## src/rtl/ckto_pkg.sv

```systemverilog
package ckto_pkg;
   // register select codes; offsets are fixed by the address map
   typedef enum logic [2:0] {
      SEL_LIMIT = 3'd0,
      SEL_STAT  = 3'd1,
      SEL_RAW   = 3'd2,
      SEL_IEN   = 3'd3,
      SEL_BMON  = 3'd4
   } ckto_sel_e;

   // status field positions
   localparam int ST_TIMEOUT = 0;
   localparam int ST_ACTIVE  = 1;
   localparam int ST_ABORT   = 2;
   localparam int ST_BITS    = 3;
endpackage

```

## src/rtl/ckto_counter.sv

```systemverilog
module ckto_counter #(
   parameter int CNT_W   = 8,
   parameter int FRAC_W  = 4,
   parameter int MIN_LIM = 2
) (
   input  logic                      clk,
   input  logic                      rst_n,
   input  logic                      start_evt,
   input  logic                      stop_evt,
   input  logic                      bit_tick,
   input  logic [CNT_W-1:0]          limit,
   output logic [CNT_W+FRAC_W-1:0]   cnt,
   output logic                      active,
   output logic                      expire
);
   localparam int TOT_W = CNT_W + FRAC_W;

   logic [TOT_W-1:0] load_val;
   logic             lim_ok;
   logic             last_tick;

   assign load_val  = {limit, {FRAC_W{1'b0}}};
   assign lim_ok    = (limit >= CNT_W'(MIN_LIM));
   assign last_tick = (cnt == TOT_W'(1));

   // expiry: final tick of a running count, with no START/STOP overriding it
   assign expire = active && bit_tick && last_tick && !start_evt && !stop_evt;

   always_ff @(posedge clk or negedge rst_n) begin
      if (!rst_n) begin
         cnt    <= '0;
         active <= 1'b0;
      end else if (stop_evt) begin
         active <= 1'b0;
      end else if (start_evt) begin
         cnt    <= load_val;
         active <= lim_ok;
      end else if (active && bit_tick) begin
         cnt <= cnt - TOT_W'(1);
         if (last_tick) begin
            active <= 1'b0;
         end
      end
   end
endmodule

```

## src/rtl/ckto_abort.sv

```systemverilog
module ckto_abort #(
   parameter bit ABORT_REG = 1'b0
) (
   input  logic clk,
   input  logic rst_n,
   input  logic expire,
   input  logic stop_evt,
   input  logic scl_in,
   input  logic sda_in,
   output logic to_stat,
   output logic abort_req
);
   logic bus_free;
   assign bus_free = scl_in && sda_in;

   always_ff @(posedge clk or negedge rst_n) begin
      if (!rst_n) begin
         to_stat <= 1'b0;
      end else if (stop_evt) begin
         to_stat <= 1'b0;
      end else if (expire) begin
         to_stat <= 1'b1;
      end
   end

   generate
      if (ABORT_REG) begin : g_abort_reg
         logic abort_q;
         always_ff @(posedge clk or negedge rst_n) begin
            if (!rst_n) begin
               abort_q <= 1'b0;
            end else begin
               abort_q <= to_stat && bus_free && !stop_evt;
            end
         end
         assign abort_req = abort_q;
      end else begin : g_abort_comb
         assign abort_req = to_stat && bus_free;
      end
   endgenerate
endmodule

```

## src/rtl/ckto_regs.sv

```systemverilog
module ckto_regs
   import ckto_pkg::*;
#(
   parameter int CNT_W  = 8,
   parameter int ADDR_W = 3
) (
   input  logic              clk,
   input  logic              rst_n,
   input  logic              reg_wr,
   input  logic [ADDR_W-1:0] reg_addr,
   input  logic [CNT_W-1:0]  reg_wdata,
   input  logic              expire,
   input  logic              to_stat,
   input  logic              active,
   input  logic              abort_req,
   input  logic              scl_in,
   input  logic              sda_in,
   output logic [CNT_W-1:0]  limit,
   output logic              raw,
   output logic              ien,
   output logic [CNT_W-1:0]  reg_rdata
);
   logic hit_limit, hit_stat, hit_raw, hit_ien, hit_bmon;

   assign hit_limit = (reg_addr == ADDR_W'(SEL_LIMIT));
   assign hit_stat  = (reg_addr == ADDR_W'(SEL_STAT));
   assign hit_raw   = (reg_addr == ADDR_W'(SEL_RAW));
   assign hit_ien   = (reg_addr == ADDR_W'(SEL_IEN));
   assign hit_bmon  = (reg_addr == ADDR_W'(SEL_BMON));

   logic [ST_BITS-1:0] stat_vec;
   always_comb begin
      stat_vec             = '0;
      stat_vec[ST_TIMEOUT] = to_stat;
      stat_vec[ST_ACTIVE]  = active;
      stat_vec[ST_ABORT]   = abort_req;
   end

   always_ff @(posedge clk or negedge rst_n) begin
      if (!rst_n) begin
         limit <= '0;
         ien   <= 1'b0;
      end else if (reg_wr) begin
         if (hit_limit) limit <= reg_wdata;
         if (hit_ien)   ien   <= reg_wdata[0];
      end
   end

   // set has priority over a clear in the same cycle
   always_ff @(posedge clk or negedge rst_n) begin
      if (!rst_n) begin
         raw <= 1'b0;
      end else if (expire) begin
         raw <= 1'b1;
      end else if (reg_wr && hit_raw && reg_wdata[0]) begin
         raw <= 1'b0;
      end
   end

   always_comb begin
      reg_rdata = '0;
      if (hit_limit)     reg_rdata = limit;
      else if (hit_stat) reg_rdata = CNT_W'(stat_vec);
      else if (hit_raw)  reg_rdata = CNT_W'(raw);
      else if (hit_ien)  reg_rdata = CNT_W'(ien);
      else if (hit_bmon) reg_rdata = CNT_W'({sda_in, scl_in});
   end
endmodule

```

## src/rtl/ckto_monitor.sv

```systemverilog
module ckto_monitor #(
   parameter int CNT_W     = 8,
   parameter int FRAC_W    = 4,
   parameter int MIN_LIM   = 2,
   parameter int ADDR_W    = 3,
   parameter bit ABORT_REG = 1'b0
) (
   input  logic              clk,
   input  logic              rst_n,
   input  logic              reg_wr,
   input  logic [ADDR_W-1:0] reg_addr,
   input  logic [CNT_W-1:0]  reg_wdata,
   output logic [CNT_W-1:0]  reg_rdata,
   input  logic              start_evt,
   input  logic              stop_evt,
   input  logic              bit_tick,
   input  logic              scl_in,
   input  logic              sda_in,
   output logic              abort_req,
   output logic              irq
);
   localparam int TOT_W = CNT_W + FRAC_W;

   generate
      if (CNT_W < ckto_pkg::ST_BITS) begin : g_bad_cnt
         $error("CNT_W too narrow for status fields");
      end
      if (ADDR_W < 3) begin : g_bad_addr
         $error("ADDR_W must cover five registers");
      end
      if (MIN_LIM < 1 || MIN_LIM >= (1 << CNT_W)) begin : g_bad_min
         $error("MIN_LIM out of range");
      end
   endgenerate

   logic [CNT_W-1:0] limit;
   logic [TOT_W-1:0] cnt;
   logic             active, expire, to_stat, raw, ien;

   ckto_counter #(.CNT_W(CNT_W), .FRAC_W(FRAC_W), .MIN_LIM(MIN_LIM)) u_cnt (
      .clk(clk), .rst_n(rst_n), .start_evt(start_evt), .stop_evt(stop_evt),
      .bit_tick(bit_tick), .limit(limit), .cnt(cnt), .active(active), .expire(expire)
   );

   ckto_abort #(.ABORT_REG(ABORT_REG)) u_abt (
      .clk(clk), .rst_n(rst_n), .expire(expire), .stop_evt(stop_evt),
      .scl_in(scl_in), .sda_in(sda_in), .to_stat(to_stat), .abort_req(abort_req)
   );

   ckto_regs #(.CNT_W(CNT_W), .ADDR_W(ADDR_W)) u_regs (
      .clk(clk), .rst_n(rst_n), .reg_wr(reg_wr), .reg_addr(reg_addr),
      .reg_wdata(reg_wdata), .expire(expire), .to_stat(to_stat), .active(active),
      .abort_req(abort_req), .scl_in(scl_in), .sda_in(sda_in), .limit(limit),
      .raw(raw), .ien(ien), .reg_rdata(reg_rdata)
   );

   assign irq = raw && ien;
endmodule

```

## config.mk

```make
export PLATFORM = sky130hd
export DESIGN_NAME = ckto_monitor
export DESIGN_NICKNAME = d
export VERILOG_FILES = /design/src/rtl/ckto_pkg.sv /design/src/rtl/ckto_counter.sv /design/src/rtl/ckto_abort.sv /design/src/rtl/ckto_regs.sv /design/src/rtl/ckto_monitor.sv
export SDC_FILE = /design/constraint.sdc
export NUM_CORES = 1
export LEC_CHECK = 0
export CORE_UTILIZATION = 45
export CTS_BUF_LIST = sky130_fd_sc_hd__clkbuf_16
export DETAILED_ROUTE_END_ITERATION = 8
export PLACE_DENSITY = 0.71
export SYNTH_ARGS = -nofsm -noshare
export SYNTH_HDL_FRONTEND = slang
export SYNTH_SLANG_ARGS = --single-unit
```

## constraint.sdc

```tcl
create_clock -name clk -period 2.1 [get_ports clk]
set_clock_uncertainty 0.15 [all_clocks]
set_input_delay 0.42 -clock clk [delete_from_list [all_inputs] [get_ports clk]]
set_output_delay 0.42 -clock clk [all_outputs]
set_load 0.02 [all_outputs]
```

# Word level (Yosys, flattened, before mapping)

Cells that the tools add are included.

$add $sub $neg: 1
Bitwise gates (word level): 1
Mux-type cells: 15
Reduce and logical (&&, ||, !) cells: 21
Eq/ne operators: 5
Order comparisons: 1

Operators with widths:

| cell                                                                    | number |
|---|---|
| 8-bit two-way mux                                                       | 4 |
| 12-bit two-way mux                                                      | 2 |
| 12-bit by 1-bit equality test with 1-bit output (second input constant) | 1 |
| 12-bit by 1-bit subtractor with 12-bit output (second input constant)   | 1 |
| 1-bit logical AND                                                       | 9 |
| 8-bit by 2-bit >= comparator with 1-bit output (second input constant)  | 1 |
| 1-bit two-way mux                                                       | 8 |
| 2-bit AND reduction                                                     | 4 |
| 3-bit by 2-bit equality test with 1-bit output (second input constant)  | 2 |
| 2-bit nonzero test                                                      | 3 |
| 3-bit nonzero test                                                      | 2 |
| 3-bit by 1-bit equality test with 1-bit output (second input constant)  | 1 |
| 3-bit equality test (second input constant)                             | 1 |
| 3-bit zero test                                                         | 1 |
| 1-bit zero test                                                         | 2 |
| 2-bit two-way mux                                                       | 1 |
| 1-bit inverter                                                          | 1 |

Output and inout port bits: 10
Logic and storage cells: 50
Register bits: 24

# Logic depth before layout (Yosys ltp)

Gate-level depths: netlist of run 1.

Depth in word-level cells: 6
Gate-level depth with buffers: 6

# Cells and area by module

A second synthesis of run 1 with hierarchy kept.

Cells, all modules: 144
Area, all modules: 1416.4 sq um

By module, submodules not included:

| module       | seq. area each (sq um) | times used | cells an instance | area each (sq um) |
|---|---|---|---|---|
| ckto_counter | 325.3                  | 1          | 96                | 823.3 |
| ckto_regs    | 250.2                  | 1          | 44                | 545.5 |
| ckto_abort   | 25.0                   | 1          | 3                 | 41.3 |
| ckto_monitor | 0.0                    | 1          | 1                 | 6.3 |

# Worst setup path after synthesis of run 1

OpenSTA, ideal clock, no wires.

Path kind: in2out
Start point: input reg_addr[0]
End point: output reg_rdata[2]
Stages: 3
Required time: 1.530 ns
Setup slack: 0.268 ns
Data arrival time: 1.262 ns
Cell sequence: clkbuf_1 > mux2i_1 > nor3_1

Longest elaborated chain between the ends: 4
Elaborated cells between the ends (all ways): 6
Classes of those cells: 2 x eq/ne; 3 x mux; 1 x reduce/logical

RTL lines:

| element                                        | RTL line           | RTL |
|---|---|---|
| from (decl)                                    | ckto_monitor.sv:11 | `input logic [ADDR_W-1:0] reg_addr,` |
| 3-bit by 2-bit equality test with 1-bit output | ckto_regs.sv:27    | `assign hit_raw = (reg_addr == ADDR_W'(SEL_RAW));` |
| 8-bit two-way mux                              | ckto_regs.sv:64    | `else if (hit_raw) reg_rdata = CNT_W'(raw);` |
| 8-bit two-way mux                              | ckto_regs.sv:63    | `else if (hit_stat) reg_rdata = CNT_W'(stat_vec);` |
| 8-bit two-way mux (*)                          | ckto_regs.sv:62    | `if (hit_limit) reg_rdata = limit;` |
| to (decl)                                      | ckto_monitor.sv:13 | `output logic [CNT_W-1:0] reg_rdata,` |

Every way passes the cells marked *; elsewhere a longest branch is shown, timed or not.

# Worst setup path after layout of run 1

Start point: input reg_addr[0]
End point: output reg_rdata[1]

Longest elaborated chain between the ends: 6
Elaborated cells between the ends (all ways): 10
Classes of those cells: 4 x eq/ne; 5 x mux; 1 x reduce/logical

RTL lines:

| element               | RTL line        | RTL |
|---|---|---|
| 3-bit equality test   | ckto_regs.sv:29 | `assign hit_bmon = (reg_addr == ADDR_W'(SEL_BMON));` |
| 2-bit two-way mux     | ckto_regs.sv:66 | `else if (hit_bmon) reg_rdata = CNT_W'({sda_in, scl_in});` |
| 8-bit two-way mux     | ckto_regs.sv:65 | `else if (hit_ien) reg_rdata = CNT_W'(ien);` |
| 8-bit two-way mux     | ckto_regs.sv:64 |  |
| 8-bit two-way mux     | ckto_regs.sv:63 |  |
| 8-bit two-way mux (*) | ckto_regs.sv:62 |  |

Marked as above.

==> run metrics, run 1 <==
status completed; Worst Max-Slew Pin Slew 0.3664 ns; die width 58.50 um; share of post-route cells with drive strength above 1 roughly a quarter; wirelength, routed between 3000 and 4000 um; Synth cell types 40; Iter 0 DRT Violations 31; CP Class input pin to primary output; DR DRC count 0; crit path DAT 1.43 ns; Worst setup SP type input pin; Synth-to-Final Area Change 37.63%; Final Hold Vio Count 0; Comb power frac 29.7%; core box area roughly 3000 um^2; Clock Pin Slew Worst Setup and Hold Paths approximately 0.060 ns; Critical Path Most Common Cell nor2_1; Mean Syn Cell Area 9.576 um^2; TNS Setup 0 ns; Pwr per Cell Area ~930 nW/um^2; r2r endpoint u_cnt.cnt[10]; drt pass-1 iters 4; final setup fails 0; I/O Pins 29; #FFs+latches synth 24; Clock Tree Root clkbuf_16; Tot GR Track Use around a quarter; Crit path max-delay family buffers and inverters; Leak between 0.8 and 0.9 nW; Internal 0.001247 W; maximum fanout along the worst path 6; worst rel slew slack 75.39%; WL/cell 14.96 um; Worst Hold Slack ~0.37 ns; clock share of power between 20% and 30%; Synth Flop Type dfrtp_1; Worst-Skew Late Latency around 0.26 ns; sequential-to-total area share from yosys stat between 40% and 50%; number of I/O port buffers 28; ANT cells 0; largest net degree at the start of global routing 25; final period utilization around 95%; buffer and inverter count on the worst path 2; slowest stage delay, CP ~0.29 ns; crit end category primary output; Max Cap Violations 0; Max IR drop VDD around 0.64 mV; HP Class input pin to asynchronous set/reset pin; syn_nets between 150 and 200; Critical Path RT about 1.5 ns; GRT overflow 0; min cycle time layout between 2 and 2.5 ns; RSZ-0062 raised after global routing no; Chip Height about 60 um; Crit-path slowest cell clkdlybuf4s15_2; Psw 0.0005990 W; Cells after Synth 150; vias post-DR approximately 1,300; critical path, cell by cell clkdlybuf4s15_2, mux2i_1, nor2_1, a31oi_1, nor2_1, clkdlybuf4s15_1; Final #Nets about 220; Die Area approximately 3400 um^2; Final Wtd Congestion about 0.84; reg2reg setup slack between 0.15 and 0.2 ns; worst reg2reg path depth 6; H-Tree Depth 1; CTS Buf Count 3; synth warn 0; EDFF count, synth 0; Net Sw Frac between 30% and 40%; Critical R2R Launch u_cnt.cnt[1]; Flop pwr share roughly 41%; hold_buf cts 0; placed wire-length estimate about 2600 um; CTS tree built; Routed Antenna Nets 0; FFs w/ async S/R, synth 100.0%; number of global-route vias before repair approximately 1,300; FP Rows 20; Initial Utilization 47.44%; CTS Sinks 24; fmax about 0.50 GHz; clock buffer depth 2; Cell Area, Synth 1436 um^2; via/cell ratio 5.519; initial antenna violation count 0; first-pass GRT wire length roughly 6000 um; final slew viol count 0
[layout by cell type (no fill, tap or decap), drive strengths merged, types with 7 or more instances in the layout]
cell / synthesis / final
o21ai: 14 / 14
buf: 3 / 24
clkdlybuf4s50: 0 / 14
nor2: 13 / 13
mux2: 9 / 9
dfrtp: 24 / 24
nand2: 7 / 7
a21oi: 9 / 9
and2: 7 / 7
nor3: 7 / 7
[through the flow]
step	worst slack (ns)	total power, W	utilization [%]	std cells	instance area, um^2
floorplan	0.2678	0.001083	-	150	1436
global placement	-0.5551	0.001293	62.27	232	1886
detailed placement	-0.6178	0.001315	62.27	232	1886
CTS	0.005071	0.001857	65.50	237	1983
global route	0.01260	0.001958	65.29	237	1977
finish	0.09933	0.001846	65.29	237	1977
[power groups by stage]
stage / registers [W] / clock network [W] / logic, W
2_1_floorplan: 0.000727 / 0 / 0.000355
3_3_place_gp: 0.000760 / 0 / 0.000533
3_5_place_dp: 0.000766 / 0 / 0.000549
4_1_cts: 0.000755 / 0.000549 / 0.000553
5_1_grt: 0.000780 / 0.000567 / 0.000611
6_report: 0.000758 / 0.000539 / 0.000549
[how the worst max path moves through the flow]
stage	end	start	cells past startpoint	slack [ns]
finish	reg_rdata[1]	reg_addr[0]	6	0.1
global route	reg_rdata[1]	reg_addr[0]	6	0.01
CTS	reg_rdata[7]	reg_addr[1]	4	0.005
detailed placement	reg_rdata[4]	reg_addr[0]	4	-0.62
global placement	reg_rdata[4]	reg_addr[0]	4	-0.56
floorplan	reg_rdata[2]	reg_addr[0]	3	0.27
[cells in the mapped netlist, types with 2 or more instances]
cell       instances  area, um^2
a21oi_1            9       45.04
dfrtp_1           24       600.6
nor3_1             5       25.02
mux2i_1            5       50.05
nor4_4             2       42.54
inv_1              5       18.77
or2_2              2       12.51
a2bb2oi_1          2       17.52
mux2_2             9       101.4
and2_1             7       43.79
o21ai_0           13       65.06
a22oi_1            2       15.01
buf_2              3       15.01
clkbuf_1           5       18.77
o22a_1             2       17.52
ha_1               2       25.02
nor2_1            13       48.80
nand3b_1           2       15.01
and3_1             3       18.77
o211ai_1           2       15.01
nand2_1            7       26.28
nand4_1            3       18.77
nor4_1             2       12.51
nand3_1            5       25.02
[kinds of logic after synthesis]
group,count (synthesis),share of synthesized area [%]
simple gates,60,26.57
flops,24,41.81
buf+inv,13,3.659
compound gates,37,15.68
mux,14,10.54
fa+ha+maj,2,1.742
[flip-flops by register name, summed over array words and instances, names as in the netlist]
signal and count:
u_cnt.cnt 12, u_regs.limit 8, u_abt.to_stat 1, u_cnt.active 1, u_regs.ien 1, u_regs.raw 1
[repair_timing]
action                                  in CTS  in global routing
endpoints found under the setup margin       9                  9
gates resized for setup                     31                 10
pin swaps                                    1                  3
setup buffers                                1                  0
[worst register-to-register path, cell delays in order (launching register included)]
cell and delay, ns:
dfrtp_1 0.43, inv_1 0.11, ha_1 0.24, nor4b_2 0.35
nand3_1 0.17, o22a_1 0.21, o22a_1 0.17
[per-layer routing]
layer	GRT usage, %	vias to the layer above	part of all wire, %
li1	-	634	-
met1	29.50	623	44
met2	39.57	42	50
met3	3.736	9	4.4
met4	9.864	0	2.1
met5	0	-	0
[layout make-up]
| cell class | count | area (um^2) |
|---|---|---|
| clock buffer | 3 | 75.07 |
| clock inverter | 1 | 30.03 |
| fill | 248 | 1051 |
| inverter | 5 | 18.77 |
| multi-input combinational | 113 | 794.5 |
| sequential | 24 | 600.6 |
| tap | 44 | 55.05 |
| timing repair buffer | 47 | 402.9 |
No activity file was read; power rests on OpenSTA's default activity.
==> inputs of run 2 (changes only) <==
Settings changed: CTS_BUF_LIST sky130_fd_sc_hd__clkbuf_16 to sky130_fd_sc_hd__clkbuf_8.
==> run 2 against run 1 <==
Effect of this change: cell area is 1.7% lower; register-to-register slack about the same; die area is the same; via count shrank 0.69%; largest power group unchanged.
==> run metrics, run 2 (synthesized netlist as in run 1, its figures left out) <==
die width 58.50 um (unchanged); Critical Path RT 1.53 ns (about the same); Synth-to-Final Area Change 35.28%; Routed Antenna Nets 0 (unchanged); Chip Height 58.50 um (unchanged); number of global-route vias before repair 1,308 (-0.76%); CTS Sinks 24 (unchanged); Clock Pin Slew Worst Setup and Hold Paths 0.09 ns (+0.03 ns); Final Wtd Congestion 0.8389 (unchanged); largest net degree at the start of global routing 25 (unchanged); wirelength, routed 3483 um (-1.7%); Initial Utilization 47.44% (unchanged); status completed; share of post-route cells with drive strength above 1 25.91% (unchanged); WL/cell 14.70 um (-1.7%); CTS Buf Count 3 (unchanged); core box area 3028 um^2 (unchanged); number of I/O port buffers 28 (unchanged); Clock Tree Root clkbuf_8; Max IR drop VDD 0.6331 mV (-0.81%); commonest non-fill, non-tap cells in the layout dfrtp_1 (24), buf_4 (18), clkdlybuf4s50_1 (14); final setup fails 0 (unchanged); initial antenna violation count 0 (unchanged); vias post-DR 1,299 (-0.69%); FP Rows 20 (unchanged); crit end category primary output; placed wire-length estimate 2626 um (unchanged); via/cell ratio 5.481 (-0.69%); biggest regs u_cnt.cnt: 12 flops, u_regs.limit: 8 flops; largest register by flop count u_cnt.cnt; Tot GR Track Use 22.91% (-0.38 points); CTS tree built; ANT cells 0 (unchanged); placed cell areas 1886 um^2 (unchanged); crit path DAT 1.43 ns (about the same); Design Area, Final 1943 um^2 (-1.7%); met1 usage 29.65% (+0.14 points); Worst setup SP type input pin; Leak 0.8474 nW (-1.8%); Worst Hold Slack 0.3480 ns (-0.01753 ns); final period utilization 95.30% (about the same); grt met2 use 38.59% (-0.99 points); GRT busiest layer met2; min cycle time layout 2.001 ns (+0.0007181 ns); Final Hold Vio Count 0 (unchanged); Worst-Skew Late Latency 0.26 ns (about the same); first-pass GRT wire length 5940 um (-1.4%); RSZ-0062 raised after global routing no; I/O Pins 29 (unchanged); Iter 0 DRT Violations 31 (unchanged); fillers 251 (+1.2%); final slew viol count 0 (unchanged); CP Class input pin to primary output; max FFs per register 12 (unchanged); DR DRC count 0 (unchanged); Final #Nets 215 (unchanged); H-Tree Depth 1 (unchanged); GRT overflow 0 (unchanged); HP Class input pin to asynchronous set/reset pin; reg2reg setup slack 0.17 ns (about the same); clock buffer depth 2 (unchanged); Die Area 3422 um^2 (unchanged); Worst Max-Slew Pin Slew 0.3649 ns (-0.001513 ns); Pwr per Cell Area 876.2 nW/um^2 (-6.2%); Max Cap Violations 0 (unchanged); worst rel slew slack 75.49% (+0.10 points); maximum fanout along the worst path 6 (unchanged); commonest non-fill, non-tap cell in the layout dfrtp_1; Global Route met3 Usage 3.077% (-0.66 points); drt pass-1 iters 4 (unchanged); fmax 0.4997 GHz (about the same)
==> run 2: area by class of cell <==
| cell class | count | area [um^2] | share of cell area [%] |
|---|---|---|---|
| clock buffer | 3 | 41.29 | 2.125 |
| clock inverter | 1 | 30.03 | 1.545 |
| inverter | 5 | 18.77 | 0.9659 |
| multi-input combinational | 113 | 794.5 | 40.89 |
| sequential | 24 | 600.6 | 30.91 |
| tap | 44 | 55.05 | 2.833 |
| timing repair buffer | 47 | 402.9 | 20.73 |
==> run 2: critical path, stage by stage <==
cell and delay (ns):
clkdlybuf4s15_2 0.29, mux2i_1 0.21, nor2_1 0.05, a31oi_1 0.13
nor2_1 0.06, clkdlybuf4s15_1 0.28
==> run 2: final timing paths <==
check,from,cells past startpoint,end
max in group asynchronous,rst_n,2,u_regs.limit[0]
hold / removal,rst_n,2,u_cnt.cnt[0]
hold reg to reg,u_regs.ien,1,u_regs.ien
setup reg to reg,u_cnt.cnt[1],6,u_cnt.cnt[10]
min in group clk,u_regs.ien,1,u_regs.ien
setup / recovery,reg_addr[0],6,reg_rdata[1]
==> run 2: repair_timing <==
item                                   in CTS  in global routing
hold buffers                                0                  0
endpoints found under the hold margin       0                  0
setup endpoints to repair                   9                  9
gates resized for setup                    31                 10
buffers inserted                            1                  0
pin swaps                                   1                  3
==> run 2: metal layers <==
metal / vias up / routed length (um) / part of all wire, %
li1: 634 / - / -
met1: 626 / 1566 / 45
met2: 33 / 1727 / 50
met3: 6 / 136 / 3.9
met4: 0 / 53 / 1.5
met5: - / 0 / 0
==> run 2: per-stage QoR <==
step	util [%]	worst slack (ns)	cells	power [W]	setup TNS (ns)
6_report	64.17	0.09861	237	0.001702	0
5_1_grt	64.17	0.01260	237	0.001816	0
4_1_cts	64.38	0.005071	237	0.001717	0
3_5_place_dp	62.27	-0.6178	232	0.001315	-6.754
3_3_place_gp	62.27	-0.5551	232	0.001293	-5.902
2_1_floorplan	-	0.2678	150	0.001083	0
==> run 2: power by group <==
group	total, W	internal, W	switching, W
combinational	0.000544	0.000289	0.000255
sequential	0.000755	0.000578	0.000177
clock	0.000403	0.000255	0.000148
total	0.00170	0.00112	0.000581
==> inputs of run 3 (changes only) <==
Settings changed: CTS_BUF_LIST sky130_fd_sc_hd__clkbuf_8 to not set, MAX_ROUTING_LAYER set to met4.
==> run 3 against run 2 <==
Effect of this change: clock-buffer cell count is the same; clock power shrank 17%; critical path depth is the same; sequential cell count is the same; routed wire length is 2.2% higher; register-to-register slack worse by 0.03 ns; worst hold slack worse by 0.058 ns; utilization fell by 0.12 points; worst setup slack gained 0.0032 ns; final cell count increased by 0.84%; critical endpoint unchanged.
==> run metrics, run 3 (synthesized netlist as in run 1, its figures left out) <==
RSZ-0062 raised after global routing no; largest register by flop count u_cnt.cnt; fmax 0.5004 GHz (+0.16%); biggest regs u_cnt.cnt: 12 flops, u_regs.limit: 8 flops; number of global-route vias before repair 1,305 (-0.23%); CTS Buf Count 3 (unchanged); share of post-route cells with drive strength above 1 26.67% (+0.76 points); final setup fails 0 (unchanged); Final #Nets 217 (+0.93%); commonest non-fill, non-tap cell in the layout dfrtp_1; H-Tree Depth 1 (unchanged); HP Class input pin to asynchronous set/reset pin; drt pass-1 iters 4 (unchanged); FP Rows 20 (unchanged); crit path DAT 1.43 ns (about the same); CTS Sinks 24 (unchanged); Worst Max-Slew Pin Slew 0.3624 ns (-0.002483 ns); Initial Utilization 47.44% (unchanged); WL/cell 14.89 um (+1.3%); setup ws final 0.1018 ns (+0.003153 ns); Clock Tree Root clkbuf_4; dpl cells 232 (unchanged); GRT overflow 0 (unchanged); status completed; Max IR drop VDD 0.6308 mV (-0.36%); maximum fanout along the worst path 6 (unchanged); TNS Setup 0 ns (unchanged); ANT cells 0 (unchanged); Die Area 3422 um^2 (unchanged); Final Hold Vio Count 0 (unchanged); worst reg2reg path depth 6 (unchanged); max FFs per register 12 (unchanged); Tot GR Track Use 23.65% (+0.75 points); CP Class input pin to primary output; Worst-Skew Late Latency 0.31 ns (+0.05 ns); placed wire-length estimate 2626 um (unchanged); Synth-to-Final Area Change 35.02%; I/O Pins 29 (unchanged); die width 58.50 um (unchanged); Pwr per Cell Area 845.0 nW/um^2 (-3.6%); CTS tree built; wirelength, routed 3559 um (+2.2%); min cycle time layout 1.998 ns (-0.003153 ns); Chip Height 58.50 um (unchanged); Max Cap Violations 0 (unchanged); largest net degree at the start of global routing 25 (unchanged); clock buffer depth 2 (unchanged); final slew viol count 0 (unchanged); Iter 0 DRT Violations 35 (+13%); number of I/O port buffers 28 (unchanged); Place WS -0.6178 ns (unchanged); crit end category primary output; initial antenna violation count 0 (unchanged); Critical Path RT 1.53 ns (about the same); fillers 258 (+2.8%); Clock Pin Slew Worst Setup and Hold Paths 0.14 ns (+0.05 ns); Leak 0.8498 nW (+0.28%); DR DRC count 0 (unchanged); worst rel slew slack 75.66% (+0.17 points); hold_buf cts 0 (unchanged); Worst setup SP type input pin; via/cell ratio 5.427 (-0.99%); Final Wtd Congestion 0.8519 (+1.5%); Routed Antenna Nets 0 (unchanged); final period utilization 95.15% (-0.15 points); commonest non-fill, non-tap cells in the layout dfrtp_1 (24), buf_4 (20), clkdlybuf4s50_1 (14); core box area 3028 um^2 (unchanged); final std cells w/o fill 239 (+0.84%); vias post-DR 1,297 (-0.15%); first-pass GRT wire length 5947 um (+0.12%)
run 3: changes by cell type in the layout (fill, tap and decap cells not counted):
cell / change
buf_4: +2
clkbuf_4: +3
clkbuf_8: -3
run 3: area by class of cell:
| cell class | instances | area [um^2] | area share (%) |
|---|---|---|---|
| clock buffers | 3 | 22.52 | 1.161 |
| clock inverters | 1 | 30.03 | 1.548 |
| inverters | 5 | 18.77 | 0.9677 |
| multi-input cells | 113 | 794.5 | 40.97 |
| flip-flops and latches | 24 | 600.6 | 30.97 |
| well taps | 44 | 55.05 | 2.839 |
| repair buffers | 49 | 417.9 | 21.55 |
run 3: timing repair:
action,in CTS,in global routing
resized for setup,31,10
pin swaps,1,3
endpoints found under the setup margin,9,9
hold endpoints to repair,0,0
setup buffers,1,2
run 3: final timing paths:
kind	startpoint	end	slack (ns)
worst min-delay path	rst_n	u_cnt.cnt[0]	0.29
worst min register to register	u_regs.ien	u_regs.ien	0.41
worst max-delay path	reg_addr[2]	reg_rdata[1]	0.10
max in group asynchronous	rst_n	u_regs.limit[0]	1.27
worst max register to register	u_cnt.cnt[1]	u_cnt.cnt[10]	0.14
min in group clk	u_regs.ien	u_regs.ien	0.41
run 3: layer usage:
| layer | up-vias | share of wire, % | global-route usage, % |
|---|---|---|---|
| met1 | 615 | 44 | 30.07 |
| met3 | 8 | 4.2 | 3.077 |
| met2 | 39 | 50 | 38.26 |
| li1 | 635 | - | - |
| met5 | - | 0 | - |
| met4 | 0 | 2.2 | 9.864 |
run 3: critical path, stage by stage:
cell and delay (ns):
dlygate4sd2_1 0.29, buf_4 0.18, nor2_1 0.10, a31oi_1 0.04, nor2_1 0.09, clkdlybuf4s15_1 0.30
run 3: per-stage QoR:
step                      cell area, um^2  hold WS, ns  util, %  total power [W]
after global placement               1886       0.3694    62.27         0.001293
final                                1939       0.2903    64.05         0.001639
after floorplan                      1436     -0.02559        -         0.001083
after global routing                 1939       0.2978    64.05         0.001756
after detailed placement             1886       0.3758    62.27         0.001315
after CTS                            1931       0.2954    63.76         0.001647
run 3: where the power goes:
group | switching (W) | leakage [nW] | internal [W]
Clock | 0.000141 | 0.0279 | 0.000193
Sequential | 0.000178 | 0.294 | 0.000578
Combinational | 0.000256 | 0.528 | 0.000293
Total | 0.000575 | 0.850 | 0.00106
